--- config.mk ---
export PLATFORM = sky130hd
export DESIGN_NAME = coh_ctl_regs
export DESIGN_NICKNAME = d
export VERILOG_FILES = /design/src/rtl/coh_ctl_regs.sv
export SDC_FILE = /design/constraint.sdc
export NUM_CORES = 1
export LEC_CHECK = 0
export BUFFER_PORTS_ARGS = -buffer_cell sky130_fd_sc_hd__buf_2
export CAP_MARGIN = 25
export CORE_MARGIN = 1.5
export CORE_UTILIZATION = 40
export CTS_CLUSTER_DIAMETER = 100
export CTS_CLUSTER_SIZE = 24
export DETAILED_ROUTE_END_ITERATION = 10
export SLEW_MARGIN = 20
export SYNTH_ARGS = -nofsm -noshare
export SYNTH_HDL_FRONTEND = slang
export SYNTH_SLANG_ARGS = --single-unit
export TNS_END_PERCENT = 30
--- constraint.sdc ---
create_clock -name clk -period 5.1 [get_ports clk]
set_clock_uncertainty 0.2 [all_clocks]
set_input_delay 0 -clock clk [delete_from_list [all_inputs] [get_ports clk]]
set_output_delay 0 -clock clk [all_outputs]
set_load 0.005 [all_outputs]
--- src/rtl/coh_ctl_regs.sv ---
module coh_ctl_regs #(
  parameter int NCPU      = 2,
  parameter int DFLT_NCPU = 4,
  parameter int AW        = 8,
  parameter int DW        = 32
) (
  input  logic          clk,
  input  logic          rst_n,
  input  logic [AW-1:0] addr,
  input  logic          rd_en,
  input  logic          wr_en,
  input  logic [2:0]    wsize,
  input  logic [DW-1:0] wdata,
  output logic [DW-1:0] rdata
);
  localparam int            NC       = (NCPU == 0) ? DFLT_NCPU : NCPU;
  localparam int            CFG_I    = (((1 << NC) - 1) << 4) | (NC - 1);
  localparam logic [DW-1:0] CFG_WORD = DW'(CFG_I);
  localparam logic [AW-1:0] OFS_CTRL = AW'(0);
  localparam logic [AW-1:0] OFS_CFG  = AW'(4);
  localparam logic [AW-1:0] OFS_STAT = AW'(8);

  logic          ctrl;
  logic [DW-1:0] status;
  logic [DW-1:0] lane_mask, wmask, wval, rd_mux;
  logic [1:0]    lane;
  logic          size_ok, in_stat;

  assign lane    = addr[1:0];
  assign in_stat = (addr[AW-1:2] == OFS_STAT[AW-1:2]);
  assign size_ok = (wsize == 3'd1) || (wsize == 3'd2) || (wsize == 3'd4);

  always_comb begin
    case (wsize)
      3'd1:    lane_mask = DW'(32'h0000_00FF);
      3'd2:    lane_mask = DW'(32'h0000_FFFF);
      default: lane_mask = {DW{1'b1}};
    endcase
  end

  assign wmask = lane_mask << {lane, 3'b000};
  assign wval  = (wdata & lane_mask) << {lane, 3'b000};

  always_comb begin
    if (addr == OFS_CTRL)     rd_mux = DW'(ctrl);
    else if (addr == OFS_CFG) rd_mux = CFG_WORD;
    else if (in_stat)         rd_mux = status >> {lane, 3'b000};
    else                      rd_mux = '0;
  end

  always_ff @(posedge clk) begin
    if (!rst_n) begin
      ctrl   <= 1'b0;
      status <= '0;
      rdata  <= '0;
    end else begin
      if (rd_en) rdata <= rd_mux;
      if (wr_en && size_ok) begin
        if (addr == OFS_CTRL) ctrl <= wdata[0];
        if (in_stat)          status <= (status & ~wmask) | wval;
      end
    end
  end
endmodule


# [After elaboration in Yosys (flattened, before gate mapping)]
# Index checks and enable logic that the tools add are counted.
[word_totals] register_bits=65 latch_bits=0 mem_bits_rw=0 rom_bits=0 out_inout_bits=32 wordCells=25 memories=0
[classes] add_sub_neg=0 multipliers=0 n_div=0 n_lt_le_gt_ge=0 eq_ne=5 shifts=3 muxes=4 bitwise=4 n_reduce_logical=6
[ops] operator="32-bit two-way mux" count=3
[ops] operator="32-bit AND" count=2
[ops] operator="32-bit one-hot mux with 2 select lines" count=1
[ops] operator="32-bit by 5-bit << shifter with 32-bit output" count=2
[ops] operator="32-bit NOT" count=1
[ops] operator="32-bit bitwise OR" count=1
[ops] operator="32-bit by 5-bit right shift with 32-bit output" count=1
[ops] operator="8-bit by 3-bit == test with 1-bit output (second input constant)" count=1
[ops] operator="8-bit logical NOT" count=1
[ops] operator="6-bit by 2-bit == test with 1-bit output (second input constant)" count=1
[ops] operator="2-bit AND reduction" count=2
[ops] operator="3-bit by 1-bit == test with 1-bit output (second input constant)" count=1
[ops] operator="3-bit by 2-bit == test with 1-bit output (second input constant)" count=1
[ops] operator="3-bit == test (second input constant)" count=1
[ops] operator="1-bit logical OR" count=2
[ops] operator="1-bit logical AND" count=1

# [Depth between registers and ports, before layout]
# Gate-level depths: netlist (run 1).
[logic_depth] word_depth=6 depth_mapped=7 depth_no_buf=4

# [Worst setup path before layout (run 1)]
# Ideal clock, no wire load.
[synth_timing] path_kind="input -> register" start="input wsize[2]" end="register status[10]" setup_time_ns=0.117 arrival_ns=1.306 required_ns=4.783 slack_ns=3.477 cell_stages=5 path_buffers=1 cell_sequence="buf_2 -> nor3b_1 -> a22oi_2 -> o41a_1 -> a22o_1"
[synth_via] elab_chain_len=6 elab_cells_between_ends=14
[synth_rtl] element="start, declared" line="12" text="input logic [2:0] wsize,"
[synth_rtl] element="3-bit by 2-bit == test with 1-bit output or 3-bit by 1-bit == test with 1-bit output (tied branches)" line="31, 34"
[synth_rtl] element="32-bit one-hot mux with 2 select lines" line="34" text="case (wsize)"
[synth_rtl] element="32-bit by 5-bit << shifter with 32-bit output" line="41" text="assign wmask = lane_mask << {lane, 3'b000};"
[synth_rtl] element="32-bit NOT" line="60" text="if (in_stat) status <= (status & ~wmask) | wval;"
[synth_rtl] element="32-bit AND" line="60"
[synth_rtl] element="32-bit bitwise OR" line="60"
[synth_rtl] element="end signal, assigned" line="60"
[synth_rtl] element="end, declared" line="24" text="logic [DW-1:0] status;"
# Several ways; a longest one is shown, not always the timed one.
# A chain may end at the register's enable or synchronous reset.

# [Final worst setup path (run 1)]
[layout_timing] start="input addr[6]" end="register rdata[0]"
[layout_via] elab_chain_len=4 elab_cells_between_ends=6
[layout_rtl] element="start, declared" line="9" text="input logic [AW-1:0] addr,"
[layout_rtl] element="6-bit by 2-bit == test with 1-bit output" line="30" text="assign in_stat = (addr[AW-1:2] == OFS_STAT[AW-1:2]);"
[layout_rtl] element="32-bit two-way mux" line="47" text="else if (in_stat) rd_mux = status >> {lane, 3'b000};"
[layout_rtl] element="32-bit two-way mux" line="46" text="else if (addr == OFS_CFG) rd_mux = CFG_WORD;"
[layout_rtl] element="32-bit two-way mux (*)" line="45" text="if (addr == OFS_CTRL) rd_mux = DW'(ctrl);"
[layout_rtl] element="end signal, assigned" line="57" text="if (rd_en) rdata <= rd_mux;"
[layout_rtl] element="end, declared" line="14" text="output logic [DW-1:0] rdata"
# Mark *: on every way between the ends. The rest lies on a longest branch, timed or not.

==> summary.txt, run 1 <==
result of the run: completed
power per cell area: 239 nW/um^2
largest voltage drop on the vdd net: 141 uV
netlist area before placement: 3570 sq um
detailed placement HPWL: 7790 um
max-slew violation total from the final report: 0
area of the die: 9500 sq um
Layout Nets: 555
post-place setup slack: 2.79 ns
clock latency reported for the late side of the worst-skew pair: 0.35 ns
top fanout value on the critical path: 6
worst-case register-to-register setup slack: 3.18 ns
number of clock sinks: 65
aggregate global-route resource usage: 23.4%
required time of the worst setup path: 5.19 ns
Max transition margin: 35.1%
final instance area: 4640 sq um
root buffer cell: sky130_fd_sc_hd__clkbuf_8
Via Count: 3,538
timing-limited maximum frequency: 0.344 GHz
unrepaired setup endpoints after global routing: false
initial standard-cell utilization of the core: 41.1%
buffers inserted during post-CTS setup optimization: 0
number of distinct library cells after synthesis: 43
max_cap viols: 0
type of the worst min-delay path: input pin to register
most area-consuming cells after synthesis: sky130_fd_sc_hd__dfxtp_1 (36%), sky130_fd_sc_hd__mux2i_1 (7.3%), sky130_fd_sc_hd__nand2_1 (4.6%)
Final Instance Count excl. Fillers: 621
# setup viols final: 0
final setup margin: 2.19 ns
vias in the first global route: 3,275
proportion of register bits with asynchronous set or reset after synthesis: 0%
clock slew at the register clock pins of the worst setup and hold paths: 0.07 ns
mean routed wirelength per cell: 18.1 um
Post-Place Cell Area: 3970 sq um
maximum number of pins on one net before global-route repair: 70
clock period minus worst slack: 2.91 ns
DR DRC count: 0
crit path kind: input pin to register
wirelength, routed: 11,200 um
number of iterations in the first detailed-routing pass: 4
synthesized instance count: 404
most common cell in the netlist: sky130_fd_sc_hd__dfxtp_1
number of port buffers: 78
Antenna diodes: 0
share of Yosys cell area claimed by the top area cell type: 36.5%
clock tree from TritonCTS: yes
Vias/cell: 5.70
top cell types by occurrence after synthesis: sky130_fd_sc_hd__dfxtp_1 (65), sky130_fd_sc_hd__nand2_1 (44), sky130_fd_sc_hd__mux2i_1 (26), sky130_fd_sc_hd__and2_1 (24), sky130_fd_sc_hd__nor2b_1 (20)
number of synthesized register bits: 65
area added between synthesis and finish: 30.0%
layout cell share with drive strength beyond 1: 22.4%
launching element type of the critical path: input pin
total CTS buffers: 9
number of resized instances in the post-cts repair step: 0
leakage component of the power: 1.86 nW
Detail Route Antenna Nets: 0
core outline area: 8680 sq um
Synth Flop Type: sky130_fd_sc_hd__dfxtp_1
Hold-fix buffers, CTS: 47
total nets after synthesis: 451
placed cells: 558
number of primary I/O pins: 79
sequential cell area fraction in the yosys report: 36.5%
Setup TNS Final: 0 ns
CTS max path bufs: 2
number of hold violations in the final report: 0
wire length of the first global-routing pass: 17,300 um
critical path arrival: 2.99 ns
library cell with the largest summed area after synthesis: sky130_fd_sc_hd__dfxtp_1
weighted congestion at the end of routability-driven global placement: 0.833
Clock H-tree levels: 3
per-instance average area after synthesis: 8.84 sq um
total of warnings raised by yosys: 0
Std-Cell Rows: 34
count of flip-flops with a built-in enable after synthesis: 0
die height: 97.5 um
transition at the pin with the smallest max-transition slack: 0.971 ns
Die W: 97.5 um
global route overflow: 0
Worst setup EP type: register
period utilisation layout: 57.0%
number of antenna violations at the first check in global routing: 0
number of violations reported at the end of detailed-routing iteration 0: 258
## registers in the layout, indices dropped and copies added, names as in the netlist
register and count:
status 32, rdata 32, ctrl 1
## worst max-delay path, stage by stage
cell and delay (ns):
sky130_fd_sc_hd__dlygate4sd3_1 0.53, sky130_fd_sc_hd__buf_2 0.14, sky130_fd_sc_hd__nor4_4 0.30, sky130_fd_sc_hd__dlygate4sd3_1 0.67, sky130_fd_sc_hd__nand3_1 0.09, sky130_fd_sc_hd__dlygate4sd3_1 0.59, sky130_fd_sc_hd__o21ai_0 0.12, sky130_fd_sc_hd__dlygate4sd3_1 0.56
## cells by family (layout without fill, tap and decap cells)
group / Yosys count / count (layout) / share of synthesized area [%]
xor gates and xnor gates: 1 / 1 / 0.456
buffers and inverters: 37 / 146 / 4.28
AOI/OAI and AO/OA: 114 / 114 / 24.0
and+or+nand+nor: 151 / 151 / 24.3
DFF: 65 / 65 / 36.5
muxes: 36 / 36 / 10.4
## layout by cell type, fill, tap and decap left out, types with 3 or more instances in the layout
cell type                       Yosys  layout
sky130_fd_sc_hd__a21oi_1            5       5
sky130_fd_sc_hd__o21a_1             5       5
sky130_fd_sc_hd__o41ai_1            8       8
sky130_fd_sc_hd__mux2_2            10      10
sky130_fd_sc_hd__nand2_1           44      44
sky130_fd_sc_hd__nand4_1           16      16
sky130_fd_sc_hd__a2bb2oi_1          8       8
sky130_fd_sc_hd__o22ai_1            9       9
sky130_fd_sc_hd__buf_2              8      78
sky130_fd_sc_hd__dfxtp_1           65      65
sky130_fd_sc_hd__nor3_1             3       3
sky130_fd_sc_hd__a22oi_1           17      17
sky130_fd_sc_hd__nor2_1             3       3
sky130_fd_sc_hd__a211oi_1          10      10
sky130_fd_sc_hd__a22o_1             9       9
sky130_fd_sc_hd__mux2i_1           26      26
sky130_fd_sc_hd__o21ai_0           19      19
sky130_fd_sc_hd__clkbuf_8           0      10
sky130_fd_sc_hd__o2bb2ai_1         17      17
sky130_fd_sc_hd__nand3_1           11      11
sky130_fd_sc_hd__nor2b_1           20      20
sky130_fd_sc_hd__nand2b_1          17      17
sky130_fd_sc_hd__dlygate4sd3_1      0      47
sky130_fd_sc_hd__and2_1            24      24
## metal layers
metal  global-route usage [%]  share of wire, %
met5                        0                 0
met4                     10.2               2.6
met3                     4.24               5.2
met2                     37.9                49
met1                     30.4                44
## per-stage QoR
step                      power [mW]  hold WS [ns]  utilization, %
final                           1.11        0.0347            53.5
after floorplan                0.597       -0.0579               -
after global placement         0.640        0.0883            45.7
after CTS                       1.11        0.0372            53.4
after detailed placement       0.641        0.0916            45.7
after global routing            1.15        0.0486            53.5
## path summary, 6_finish.rpt
check / end / startpoint / cells past startpoint
worst max register to register: rdata[4] / status[28] / 5
worst min-delay path: ctrl / addr[7] / 4
worst min register to register: status[1] / status[1] / 2
worst max-delay path: rdata[0] / addr[6] / 8
## cell type report
type                    count  area (sq um)
well taps                 108           135
fillers                   831          4040
flip-flops and latches     65          1300
clock buffers              12           145
clock inverters             4          51.3
inverters                   3          11.3
repair buffers            127           876
multi-input cells         302          2120
## power breakdown
part / leakage, nW / switching [mW] / total, mW / internal [mW]
Sequential: 0.524 / 0.000644 / 0.509 / 0.508
Clock: 0.0970 / 0.205 / 0.446 / 0.240
Combinational: 1.24 / 0.0827 / 0.153 / 0.0704
(Power assumes the default switching activity.)
==> run 2: changes to the inputs <==
--- a/config.mk
+++ b/config.mk
@@ -5,6 +5,7 @@
 export SDC_FILE = /design/constraint.sdc
 export NUM_CORES = 1
 export LEC_CHECK = 0
+export ABC_AREA = 1
 export BUFFER_PORTS_ARGS = -buffer_cell sky130_fd_sc_hd__buf_2
 export CAP_MARGIN = 25
 export CORE_MARGIN = 1.5
==> constraint.sdc (replaced) <==
create_clock -name clk -period 2.8 [get_ports clk]
set_clock_uncertainty 0.2 [all_clocks]
set_input_delay 0 -clock clk [delete_from_list [all_inputs] [get_ports clk]]
set_output_delay 0 -clock clk [all_outputs]
set_load 0.005 [all_outputs]
==> summary.txt, run 2 <==
number of iterations in the first detailed-routing pass: 5 (was 4)
max-slew violation total from the final report: 0 (unchanged)
Post-Place Cell Area: 4000 sq um (was 3970 sq um)
mux contribution to synthesized area: 0% (was 10.4%)
number of primary I/O pins: 79 (unchanged)
r2r worst-path depth: 9 (was 5)
Via Count: 4,096 (was 3,538)
library cell with the largest summed area after synthesis: sky130_fd_sc_hd__dfxtp_1 (unchanged)
type of the worst min-delay path: input pin to register (unchanged)
final instance area: 4830 sq um (was 4640 sq um)
number of port buffers: 78 (unchanged)
DR DRC count: 0 (unchanged)
Setup TNS Final: 0 ns (unchanged)
wirelength, routed: 11,000 um (was 11,200 um)
top fanout value on the critical path: 35 (was 6)
leakage component of the power: 2.16 nW (was 1.86 nW)
total CTS buffers: 9 (unchanged)
critical path arrival: 2.66 ns (was 2.99 ns)
main combinational cell family by area after synthesis: simple AND/OR/NAND/NOR gates (unchanged)
Synth Flop Type: sky130_fd_sc_hd__dfxtp_1 (unchanged)
synthesized instance count: 573 (was 404)
global route overflow: 0 (unchanged)
CTS max path bufs: 2 (unchanged)
final setup margin: 0.216 ns (was 2.19 ns)
Detail Route Antenna Nets: 0 (unchanged)
number of filler cells placed in the layout: 902 (was 831)
root buffer cell: sky130_fd_sc_hd__clkbuf_8 (unchanged)
sequential cell area fraction in the yosys report: 35.8% (was 36.5%)
area added between synthesis and finish: 32.8% (was 30.0%)
weighted congestion at the end of routability-driven global placement: 0.892 (was 0.833)
aggregate global-route resource usage: 23.3% (was 23.4%)
core outline area: 8760 sq um (was 8680 sq um)
Clock H-tree levels: 3 (unchanged)
number of clock sinks: 65 (unchanged)
period utilisation layout: 92.3%
crit path kind: input pin to register (unchanged)
post-place setup slack: 0.885 ns (was 2.79 ns)
registers with the most flip-flops: rdata: 32 flops, status: 32 flops, ctrl: 1 flops (unchanged)
xor/xnor cell area share of the yosys netlist: 0% (was 0.456%)
timing-limited maximum frequency: 0.387 GHz
max_cap viols: 0 (unchanged)
most common cell in the netlist: sky130_fd_sc_hd__nand2_1 (was sky130_fd_sc_hd__dfxtp_1)
hold slack final: 0.0146 ns (was 0.0347 ns)
result of the run: completed (unchanged)
largest voltage drop on the vdd net: 209 uV (was 141 uV)
clock tree from TritonCTS: yes (unchanged)
maximum number of pins on one net before global-route repair: 58 (was 70)
top cell types by occurrence after synthesis: sky130_fd_sc_hd__nand2_1 (240), sky130_fd_sc_hd__a21oi_1 (96), sky130_fd_sc_hd__dfxtp_1 (65), sky130_fd_sc_hd__nand3_1 (30), sky130_fd_sc_hd__nor2_1 (24) (was sky130_fd_sc_hd__dfxtp_1 (65), sky130_fd_sc_hd__nand2_1 (44), sky130_fd_sc_hd__mux2i_1 (26), sky130_fd_sc_hd__and2_1 (24), sky130_fd_sc_hd__nor2b_1 (20))
number of violations reported at the end of detailed-routing iteration 0: 287 (was 258)
mean routed wirelength per cell: 13.7 um (was 18.1 um)
transition at the pin with the smallest max-transition slack: 0.870 ns (was 0.971 ns)
total of warnings raised by yosys: 0 (unchanged)
detailed placement HPWL: 7450 um (was 7790 um)
count of flip-flops with a built-in enable after synthesis: 0 (unchanged)
clock latency reported for the late side of the worst-skew pair: 0.34 ns (was 0.35 ns)
compound-cell area share of the yosys netlist: 20.7% (was 24.0%)
Max transition margin: 41.8% (was 35.1%)
clock slew at the register clock pins of the worst setup and hold paths: 0.08 ns (was 0.07 ns)
Vias/cell: 5.11 (was 5.70)
number of antenna violations at the first check in global routing: 0 (unchanged)
wire length of the first global-routing pass: 18,300 um (was 17,300 um)
area of the die: 9670 sq um (was 9500 sq um)
clock period minus worst slack: 2.58 ns
layout cell share with drive strength beyond 1: 16.7% (was 22.4%)
required time of the worst setup path: 2.88 ns (was 5.19 ns)
total nets after synthesis: 620 (was 451)
most area-consuming cells after synthesis: sky130_fd_sc_hd__dfxtp_1 (36%), sky130_fd_sc_hd__nand2_1 (25%), sky130_fd_sc_hd__a21oi_1 (13%) (was sky130_fd_sc_hd__dfxtp_1 (36%), sky130_fd_sc_hd__mux2i_1 (7.3%), sky130_fd_sc_hd__nand2_1 (4.6%))
netlist area before placement: 3630 sq um (was 3570 sq um)
die height: 98.3 um (was 97.5 um)
launching element type of the critical path: input pin (unchanged)
share of synthesized cell area in full adder, half adder and majority cells: 0% (unchanged)
number of distinct library cells after synthesis: 25 (was 43)
share of Yosys cell area claimed by the top area cell type: 35.8% (was 36.5%)
# setup viols final: 0 (unchanged)
simple-gate share of the synthesized area: 35.4% (was 24.3%)
vias in the first global route: 3,743 (was 3,275)
Std-Cell Rows: 34 (unchanged)
per-instance average area after synthesis: 6.34 sq um (was 8.84 sq um)
number of hold violations in the final report: 0 (unchanged)
fraction of the core area covered by cells at the end of the flow: 55.1% (was 53.5%)
proportion of register bits with asynchronous set or reset after synthesis: 0% (unchanged)
number of synthesized register bits: 65 (unchanged)
leading cell type in the layout, fill and taps excluded: sky130_fd_sc_hd__nand2_1 (was sky130_fd_sc_hd__buf_2)
depth of the worst hold-timing path: 7 (was 4)
power per cell area: 435 nW/um^2 (was 239 nW/um^2)
most frequent cells in the layout: sky130_fd_sc_hd__nand2_1 (240), sky130_fd_sc_hd__a21oi_1 (96), sky130_fd_sc_hd__buf_2 (78) (was sky130_fd_sc_hd__buf_2 (78), sky130_fd_sc_hd__dfxtp_1 (65), sky130_fd_sc_hd__dlygate4sd3_1 (47))
Worst setup EP type: register (unchanged)
Antenna diodes: 0 (unchanged)
Die W: 98.3 um (was 97.5 um)
unrepaired setup endpoints after global routing: false (unchanged)
Layout Nets: 736 (was 555)
initial standard-cell utilization of the core: 41.5% (was 41.1%)
run 2: layout make-up:
| type | count | area (sq um) | share of cell area [%] |
|---|---|---|---|
| multi-input combinational | 444 | 2040 | 42.3 |
| inverter | 26 | 100 | 2.07 |
| tap | 108 | 135 | 2.80 |
| timing repair buffer | 143 | 1030 | 21.3 |
| clock buffer | 10 | 128 | 2.64 |
| clock inverter | 6 | 91.3 | 1.89 |
| sequential | 65 | 1300 | 27.0 |
run 2: per-layer routing:
metal  routed length, um  GRT usage [%]  part of all wire (%)  vias up
met5                   0              0                     0        -
met4                 156           5.85                   1.4        0
met3                 664           5.44                   6.1       14
met2                5040           36.8                    46      129
met1                5110           32.1                    47     1853
li1                    -              -                     -     2100
run 2: path summary, 6_finish.rpt:
check / startpoint / end / slack [ns]
min: wdata[15] / status[15] / 0.01
max: addr[1] / status[24] / 0.22
min reg2reg: rdata[17] / rdata[17] / 0.26
max reg2reg: status[28] / rdata[4] / 0.49
run 2: cells by family (layout without fill, tap and decap cells):
logic type	after synthesis	in the layout
compound gates	136	136
flops	65	65
buf+inv	64	185
simple gates	308	308
run 2: what timing repair did:
item                                    4_1_cts  5_1_grt
endpoints found under the setup margin        0        3
hold endpoints to repair                     49        0
gates resized for setup                       0        3
buffers inserted                              0        0
hold buffers                                 60        0
run 2: report_power, final:
part	total, mW	switching (mW)	internal [mW]
Sequential	0.925	0.000744	0.925
Combinational	0.288	0.168	0.120
Clock	0.887	0.381	0.506
run 2: worst max-delay path, stage by stage:
cell and delay [ns]:
sky130_fd_sc_hd__dlygate4sd3_1 0.53, sky130_fd_sc_hd__buf_2 0.18, sky130_fd_sc_hd__inv_4 0.30, sky130_fd_sc_hd__o21a_1 0.18, sky130_fd_sc_hd__o211ai_1 0.08, sky130_fd_sc_hd__dlygate4sd3_1 0.58
sky130_fd_sc_hd__nand2_1 0.07, sky130_fd_sc_hd__dlygate4sd3_1 0.54, sky130_fd_sc_hd__nand2_1 0.06, sky130_fd_sc_hd__a21oi_1 0.13
run 2: stage by stage:
stage,total power [mW],std cells
2_1_floorplan,1.11,573
3_3_place_gp,1.18,726
3_5_place_dp,1.18,726
4_1_cts,2.11,802
5_1_grt,2.19,802
6_report,2.10,802
